==> config.mk <==
export PLATFORM = sky130hd
export DESIGN_NAME = icu_top
export DESIGN_NICKNAME = d
export VERILOG_FILES = /design/src/rtl/icu_pkg.sv /design/src/rtl/icu_src_set.sv /design/src/rtl/icu_prio_enc.sv /design/src/rtl/icu_top.sv
export SDC_FILE = /design/constraint.sdc
export NUM_CORES = 1
export LEC_CHECK = 0
export BUFFER_PORTS_ARGS = -buffer_cell sky130_fd_sc_hd__buf_2
export CORE_MARGIN = 2
export CORE_UTILIZATION = 57
export DETAILED_ROUTE_END_ITERATION = 8
export PLACE_DENSITY_LB_ADDON = 0.05
export REMOVE_ABC_BUFFERS = 1
export SLEW_MARGIN = 0
export SYNTH_ARGS = -nofsm -noshare
export SYNTH_HDL_FRONTEND = slang
export SYNTH_SLANG_ARGS = --single-unit
==> constraint.sdc <==
create_clock -name clk -period 1.9 [get_ports clk]
set_clock_uncertainty 0.1 [all_clocks]
set_input_delay 0.285 -clock clk [delete_from_list [all_inputs] [get_ports clk]]
set_output_delay 0.285 -clock clk [all_outputs]
set_load 0.02 [all_outputs]
==> src/rtl/icu_pkg.sv <==
package icu_pkg;
  localparam int WORD  = 32;
  localparam int LVLS  = 16;
  localparam int LVL_W = 4;

  typedef enum logic [1:0] {
    SEL_STAT = 2'd0,
    SEL_CLR  = 2'd1,
    SEL_EN   = 2'd2,
    SEL_NONE = 2'd3
  } reg_sel_e;

  localparam int HI_FLAG = 8;
  localparam int LO_FLAG = 9;
  localparam int GEN_BIT = 31;
  localparam logic [WORD-1:0] CTRL_KEEP = 32'h8000_FFFE;

  // Fixed level of each source; 0 means low group.
  function automatic logic [LVL_W-1:0] level_of(int set, int bidx);
    logic [LVL_W-1:0] lv;
    lv = '0;
    case (set)
      1: case (bidx)
           17: lv = 4'd3;
           18: lv = 4'd4;
           27: lv = 4'd2;
           default: lv = '0;
         endcase
      2: case (bidx)
           0, 1: lv = 4'd8;
           16, 17, 18, 19: lv = 4'd9;
           default: lv = '0;
         endcase
      3: case (bidx)
           0, 7: lv = 4'd1;
           24, 25: lv = 4'd15;
           29: lv = 4'd13;
           30: lv = 4'd14;
           default: lv = '0;
         endcase
      default: lv = '0;
    endcase
    return lv;
  endfunction
endpackage

==> src/rtl/icu_src_set.sv <==
module icu_src_set
  import icu_pkg::*;
#(
  parameter int SET = 1
) (
  input  logic            clk,
  input  logic            rst_n,
  input  logic [WORD-1:0] src_i,
  input  logic            clr_we,
  input  logic            en_we,
  input  logic [WORD-1:0] wdata,
  output logic [WORD-1:0] pend_o,
  output logic [WORD-1:0] en_o,
  output logic            low_hit_o,
  output logic [LVLS-1:0] lvl_pend_o
);
  logic [WORD-1:0] src_q, pend_q, en_q, rise, clr_mask, is_hi;
  logic [LVLS-1:0] lvl_all;

  for (genvar b = 0; b < WORD; b++) begin : g_bit
    localparam logic [LVL_W-1:0] LV = level_of(SET, b);
    assign is_hi[b] = (LV != '0);
  end

  assign rise     = src_i & ~src_q;
  assign clr_mask = clr_we ? wdata : '0;

  always_ff @(posedge clk) begin
    if (!rst_n) begin
      src_q  <= '0;
      pend_q <= '0;
      en_q   <= '0;
    end else begin
      src_q  <= src_i;
      pend_q <= (pend_q & ~clr_mask) | rise;
      if (en_we) en_q <= wdata;
    end
  end

  always_comb begin
    lvl_all = '0;
    for (int b = 0; b < WORD; b++)
      lvl_all[level_of(SET, b)] = lvl_all[level_of(SET, b)] | pend_q[b];
  end

  assign lvl_pend_o = {lvl_all[LVLS-1:1], 1'b0};
  assign low_hit_o  = |(pend_q & en_q & ~is_hi);
  assign pend_o     = pend_q;
  assign en_o       = en_q;

  assert_edge_latch_R1: assert property (@(posedge clk) disable iff (!rst_n)
    (|rise) |=> ((pend_q & $past(rise)) == $past(rise)));
  assert_clear_R2: assert property (@(posedge clk) disable iff (!rst_n)
    clr_we |=> ((pend_q & $past(wdata & ~rise)) == '0));
  assert_enable_hold_R9: assert property (@(posedge clk) disable iff (!rst_n)
    !en_we |=> $stable(en_q));
endmodule

==> src/rtl/icu_prio_enc.sv <==
module icu_prio_enc
  import icu_pkg::*;
(
  input  logic             clk,
  input  logic             rst_n,
  input  logic [LVLS-1:0]  req_i,
  output logic [LVL_W-1:0] vec_o
);
  always_comb begin
    vec_o = '0;
    for (int l = 1; l < LVLS; l++)
      if (req_i[l]) vec_o = LVL_W'(l);
  end

  assert_vec_pending_R5: assert property (@(posedge clk) disable iff (!rst_n)
    (vec_o != '0) |-> req_i[vec_o]);
  assert_vec_highest_R5: assert property (@(posedge clk) disable iff (!rst_n)
    ((req_i >> vec_o) <= 16'd1));
  assert_vec_zero_R5: assert property (@(posedge clk) disable iff (!rst_n)
    (req_i[LVLS-1:1] == '0) |-> (vec_o == '0));
endmodule

==> src/rtl/icu_top.sv <==
module icu_top
  import icu_pkg::*;
#(
  parameter int NSET = 4,
  localparam int SET_W = $clog2(NSET),
  localparam int AW    = SET_W + 2,
  localparam int SRC_W = (NSET - 1) * WORD
) (
  input  logic             clk,
  input  logic             rst_n,
  input  logic [SRC_W-1:0] src_i,
  input  logic             bus_wr,
  input  logic             bus_rd,
  input  logic [AW-1:0]    bus_addr,
  input  logic [WORD-1:0]  bus_wdata,
  output logic [WORD-1:0]  bus_rdata,
  output logic             irq_hi_o,
  output logic             irq_lo_o
);
  logic [SET_W-1:0] a_set;
  reg_sel_e         a_sel;
  logic [WORD-1:0]  pend_a [NSET];
  logic [WORD-1:0]  en_a   [NSET];
  logic [LVLS-1:0]  lvl_a  [NSET];
  logic [NSET-1:0]  low_a;
  logic [WORD-1:0]  ctrl_q, cstat, rd_d;
  logic [LVLS-1:0]  lvl_any, req;
  logic [LVL_W-1:0] vec;
  logic             gen;

  assign a_set = bus_addr[AW-1:2];
  assign a_sel = reg_sel_e'(bus_addr[1:0]);

  assign pend_a[0] = '0;
  assign en_a[0]   = '0;
  assign lvl_a[0]  = '0;
  assign low_a[0]  = 1'b0;

  for (genvar s = 1; s < NSET; s++) begin : g_set
    logic hit;
    assign hit = (a_set == SET_W'(s));
    icu_src_set #(.SET(s)) i_set (
      .clk        (clk),
      .rst_n      (rst_n),
      .src_i      (src_i[(s-1)*WORD +: WORD]),
      .clr_we     (bus_wr && hit && a_sel == SEL_CLR),
      .en_we      (bus_wr && hit && a_sel == SEL_EN),
      .wdata      (bus_wdata),
      .pend_o     (pend_a[s]),
      .en_o       (en_a[s]),
      .low_hit_o  (low_a[s]),
      .lvl_pend_o (lvl_a[s])
    );
  end

  always_ff @(posedge clk) begin
    if (!rst_n) ctrl_q <= '0;
    else if (bus_wr && a_set == '0 && a_sel == SEL_EN)
      ctrl_q <= bus_wdata & CTRL_KEEP;
  end

  always_comb begin
    lvl_any = '0;
    for (int s = 0; s < NSET; s++) lvl_any = lvl_any | lvl_a[s];
  end

  assign req = lvl_any & ctrl_q[LVLS-1:0];

  icu_prio_enc i_enc (
    .clk   (clk),
    .rst_n (rst_n),
    .req_i (req),
    .vec_o (vec)
  );

  assign gen      = ctrl_q[GEN_BIT];
  assign irq_hi_o = gen && (vec != '0);
  assign irq_lo_o = gen && (|low_a);

  always_comb begin
    cstat = '0;
    cstat[LVL_W-1:0] = vec;
    cstat[HI_FLAG]   = irq_hi_o;
    cstat[LO_FLAG]   = irq_lo_o;
  end

  always_comb begin
    rd_d = '0;
    if (a_set == '0) begin
      if (a_sel == SEL_STAT)    rd_d = cstat;
      else if (a_sel == SEL_EN) rd_d = ctrl_q;
    end else if (int'(a_set) < NSET) begin
      if (a_sel == SEL_STAT)    rd_d = pend_a[a_set];
      else if (a_sel == SEL_EN) rd_d = en_a[a_set];
    end
  end

  always_ff @(posedge clk) begin
    if (!rst_n)      bus_rdata <= '0;
    else if (bus_rd) bus_rdata <= rd_d;
  end

  assert_gen_off_R7: assert property (@(posedge clk) disable iff (!rst_n)
    !ctrl_q[GEN_BIT] |-> (!irq_hi_o && !irq_lo_o));
  assert_hi_vec_R6: assert property (@(posedge clk) disable iff (!rst_n)
    irq_hi_o |-> (vec != '0));
  assert_rd_latency_R8: assert property (@(posedge clk) disable iff (!rst_n)
    (bus_rd && bus_addr == AW'(4)) |=> (bus_rdata == $past(pend_a[1])));
endmodule

-- Word level (Yosys, flattened, before mapping)
Index checks and enable logic that the tools add are counted.
- add/sub/neg operators: 0
- $mul: 0
- div/mod/pow operators: 0
- $lt $le $gt $ge: 1
- equality and inequality tests: 5
- shift operators: 0
- mux-type cells: 29
- bitwise gates (word level): 28
- reduce and logical (&&, ||, !) cells: 17
- operators by type and width (cell ; count):
    $mux W32 ; 12
    $and A32 B32 Y32 ; 9
    $not A32 Y32 ; 6
    $bmux W32 S2 ; 2
    $or A32 B32 Y32 ; 3
    $reduce_or A81 Y1 ; 1
    $mux W4 ; 8
    $and A16 B16 Y16 ; 1
    $or A10 B16 Y16 ; 1
    $logic_and A1 B1 Y1 ; 13
    $mux W3 ; 4
    $or A5 B10 Y10 ; 1
    $eq A2 B2 Y1 const B ; 3
    $or A1 B1 Y1 ; 6
    $eq A2 B1 Y1 const B ; 2
    $logic_not A2 Y1 ; 2
    $mux W2 ; 2
    $reduce_bool A4 Y1 ; 1
    $ge A3 B3 Y1 const B ; 1
    $not A2 Y3 ; 1
    $mux W1 ; 1
- flip-flop bits (word level): 336
- bits in latches: 0
- RAM bits: 0
- memory bits (read-only): 0
- input bits: 136
- output and inout port bits: 34
- memories: 0

-- Logic depth before layout (Yosys ltp)
- depth in word-level cells: 25
- gate-level depth with buffers: 8
- mapped depth without buffers: 5

-- Modules after synthesis
A second synthesis with hierarchy kept.
- cell total of the unflattened synthesis: 1575
- area total of the unflattened synthesis: 15014.4 µm²
- modules (own cells, without submodules) (module ; instances ; cells an instance ; area an instance (µm²) ; sequential area each (µm²)):
    icu_src_set at g_set[2].i_set ; 1 ; 371 ; 3758.6 ; 1921.8
    icu_src_set at g_set[3].i_set ; 1 ; 371 ; 3757.4 ; 1921.8
    icu_src_set at g_set[1].i_set ; 1 ; 373 ; 3686.0 ; 1921.8
    icu_top ; 1 ; 435 ; 3671.0 ; 960.9
    icu_prio_enc ; 1 ; 25 ; 141.4 ; 0.0

-- Worst setup path before layout
OpenSTA, ideal clock, no wires.
- kind: register -> output
- start: register g_set[3].i_set.pend_q[1]
- end: output port irq_lo_o
- data arrival time: 1420 ps
- setup slack: 95 ps
- cell stages (with the launch flop): 6
- cell sequence: dfxtp_1 > a22o_1 > a221oi_1 > nand4_1 > nor4_1 > a21boi_0
- word-level cells in the longest chain between the ends: 3
- RTL lines (what ; line ; RTL):
    from (decl) ; icu_src_set.sv:17 ; logic [WORD-1:0] src_q, pend_q, en_q, rise, clr_mask, is_hi;
    from (signal assigned) ; icu_src_set.sv:35 ; pend_q <= (pend_q & ~clr_mask) | rise;
    $and A32 B32 Y32 ; icu_src_set.sv:47 ; assign low_hit_o = |(pend_q & en_q & ~is_hi);
    $reduce_or A81 Y1 ; icu_top.sv:78 ; assign irq_lo_o = gen && (|low_a);
    $logic_and A1 B1 Y1 ; icu_top.sv:78 ;
    to (decl) ; icu_top.sv:18 ; output logic irq_lo_o
No other way between the ends.

-- Worst setup path after layout
- start: register g_set[3].i_set.en_q[5]
- end: output port irq_lo_o
- word-level cells in the longest chain between the ends: 3
- RTL lines (what ; line ; RTL):
    from (decl) ; icu_src_set.sv:17 ;
    from (signal assigned) ; icu_src_set.sv:36 ; if (en_we) en_q <= wdata;
    $and A32 B32 Y32 ; icu_src_set.sv:47 ;
    $reduce_or A81 Y1 ; icu_top.sv:78 ;
    $logic_and A1 B1 Y1 ; icu_top.sv:78 ;
No other way between the ends.

==> impl_metrics.ini <==
[logic_synthesis]
synth-async-reset-ratio_pct = 0
synth_area_mm2 = 0.0143
ys.flop_type = dfxtp_1
post_synth.cell_area_avg_um2 = 8.98
yosysWarnings = 0
synth_edf_count = 0
synthCells = 1595
yosysUniqueCellTypes = 51
seq_area_frac_synth_pct = 47.0
ys_ff_latch = 336

[cells_and_area]
fin_cells = 2395
antenna_cells = 0
area_growth_pct = 37.0
final_nets = 2182
num-fill-cells = 1699
drive_above_1_share_pct = 24.6

[drt]
drt-total-wl_um = 48700
antenna_left = 0
drc = 0
drtPass1Iterations = 9
wl_per_cell_um = 20.3
avgViaCountPerCell = 5.71
route.vias.total = 13666
drt_iter0_drc = 1137

[placed_design]
port_buffers = 169
dp.cells = 2208
dp_hpwl_um = 31700
place_congestion = 0.913
dp_slack_ps = -505

[global_route]
grt_overflow = 0
antenna_found_initial = 0
gr-usage-all-layers_pct = 36.6
grt_pass1_wl_um = 74200
grt_pass1_vias = 13675
grt_max_degree = 89

[sta]
period_needed_ps = 2620
finalHoldViolations = 0
finalSetupViolations = 3
worst_pin_slew_ps = 619
tns_ps = -1420
max_freq_mhz = 382
finalMaxSlewViolations = 0
fin_hold_ws_ps = 3.10
finalCritPeriodShare_pct = 138
fin_ws_ps = -717
relSlewSlack_pct = 58.7
rsz0062_at_grt = yes

[worst_setup_path]
arrival_ps = 2230
required_ps = 1510
setup.worst_path.class = flop to primary output
r2r_setup_slack_ps = -40
start_kind = flop
end_kind = primary output
r2r-start = g_set[3].i_set.en_o[5]
reg2reg_to = bus_rdata[9]
critical_path.max_fanout = 2
reg2reg_depth = 8

[pwr]
ir_worst_vdd_uv = 896
power.leakage_nw = 8.04
power_density_mw_per_mm2 = 847

[clock_tree]
clock-sinks = 336
path_clk_slew_ps = 60
cts_root_buf = clkbuf_16
cts_buffers = 36
clockBufferDepth = 3
cts_tree = built
clkLatencyLatePin_ps = 520
cts.htree.levels = 2

[floorplanning]
start_util_pct = 57.5
die_area_mm2 = 0.0264
io_pins = 170
fp.dieW_um = 162
core-area_mm2 = 0.0249
die_h_um = 162
rows = 58

[min_path]
holdCritPathClass = primary input to flop
hold_end = g_set[1].i_set.en_o[9]
whs_path_depth = 3
min_from = bus_wdata[9]

[status]
failed_checks = negative setup slack
status = complete, but fails checks

[job]
max_cap_violations = 0
==> where the power goes <==
part	switching [mW]	leakage [nW]	internal [mW]
Sequential	0.200	2.77	7.37
Combinational	0.968	4.70	1.05
Clock	2.75	0.581	4.28
==> metrics by stage <==
| stage | total power, mW | utilization [%] | instance area [um2] |
|---|---|---|---|
| floorplan | 8.37 | - | 13800 |
| global placement | 9.40 | 68.5 | 17100 |
| detailed placement | 9.44 | 68.5 | 17100 |
| CTS | 16.6 | 79.0 | 19700 |
| global route | 17.2 | 78.8 | 19600 |
| finish | 16.6 | 78.8 | 19600 |
==> cell usage after synthesis (4+ instances only) <==
cell type / n / area share, %
a22o_1: 27 / 1.7
a221oi_1: 32 / 2.0
a21boi_1: 31 / 1.6
a21oi_1: 111 / 3.9
a222oi_1: 10 / 0.70
mux2_2: 23 / 1.8
a22oi_1: 36 / 1.9
nor3_1: 4 / 0.14
nand3_1: 5 / 0.17
mux2i_1: 11 / 0.77
a21boi_0: 83 / 4.4
o211a_1: 5 / 0.35
a221o_1: 4 / 0.28
nor2_1: 32 / 0.84
o2bb2ai_1: 12 / 0.73
buf_2: 42 / 1.5
dfxtp_1: 336 / 47
and2_1: 112 / 4.9
buf_6: 9 / 0.71
clkbuf_1: 51 / 1.3
nand2_1: 333 / 8.7
nand4_1: 10 / 0.44
nor2b_1: 203 / 8.9
o21ai_0: 8 / 0.28
mux4_2: 8 / 1.3
mux2_1: 19 / 1.5
==> worst max-delay path by stage <==
stage                        startpoint                       end
4_1_cts          g_set[3].i_set.en_o[5]                  irq_lo_o
3_5_place_dp   g_set[3].i_set.pend_o[1]                  irq_lo_o
6_report         g_set[3].i_set.en_o[5]                  irq_lo_o
5_1_grt          g_set[3].i_set.en_o[5]                  irq_lo_o
3_3_place_gp   g_set[3].i_set.pend_o[1]                  irq_lo_o
2_1_floorplan               bus_addr[3]  g_set[2].i_set.pend_o[0]
==> cell usage in the layout, fill, tap and decap left out, drive strengths merged, types with 4 or more instances in the layout <==
master / count
a22o: 27
a221o: 4
nor3: 5
o211a: 5
a21oi: 111
nand3: 5
nor2: 33
a22oi: 36
mux2: 45
nor2b: 204
a222oi: 10
a21boi: 114
dfxtp: 336
o21ai: 9
dlygate4sd3: 125
mux2i: 11
clkbuf: 51
nand4: 10
mux4: 8
nand2: 333
buf: 393
a221oi: 35
o2bb2ai: 12
and2: 112
==> sequential cells by signal (all words and copies together) (netlist names) <==
signal / cells
g_set.i_set.en_o: 96
bus_rdata: 32
g_set.i_set.pend_o: 96
g_set.i_set.src_q: 96
ctrl_q: 16
==> cell type report <==
cell class	instances	area (um2)	area share, %
Tap cell	330	413	2.10
Inverter	2	7.51	0.0383
Clock buffer	51	1070	5.45
Timing Repair Buffer	518	4140	21.1
Sequential cell	336	6730	34.3
Multi-Input combinational cell	1152	7160	36.5
Clock inverter	6	105	0.536
==> per-layer routing <==
metal	share of wire (%)	vias up	wire, um	global-route usage [%]
met2	47	726	22800	61.8
li1	-	6357	-	-
met4	5.4	0	2650	18.8
met5	0	-	0	0
met3	9.6	181	4680	7.13
met1	38	6402	18600	44.5
==> worst max-delay path: stages (launching register included) <==
cell      delay [ps]
dfxtp_2          320
a222oi_1         410
buf_4            220
nand4_1          100
nor4_2           290
buf_4            170
a21boi_4          60
buf_6            140
==> what timing repair did <==
action,in CTS,in global routing
endpoints found under the hold margin,175,0
pin swaps,12,7
gates cloned,0,0
endpoints found under the setup margin,4,6
buffers inserted,14,2
gates resized for setup,25,6
hold buffers,125,0
==> cell families after synthesis <==
kind of cell	count (synthesis)	synth area share (%)
buf+inv	107	3.72
simple gates	715	25.0
compound gates	373	18.6
flops	336	47.0
mux	64	5.64
No activity file was read; power rests on OpenSTA's default activity.
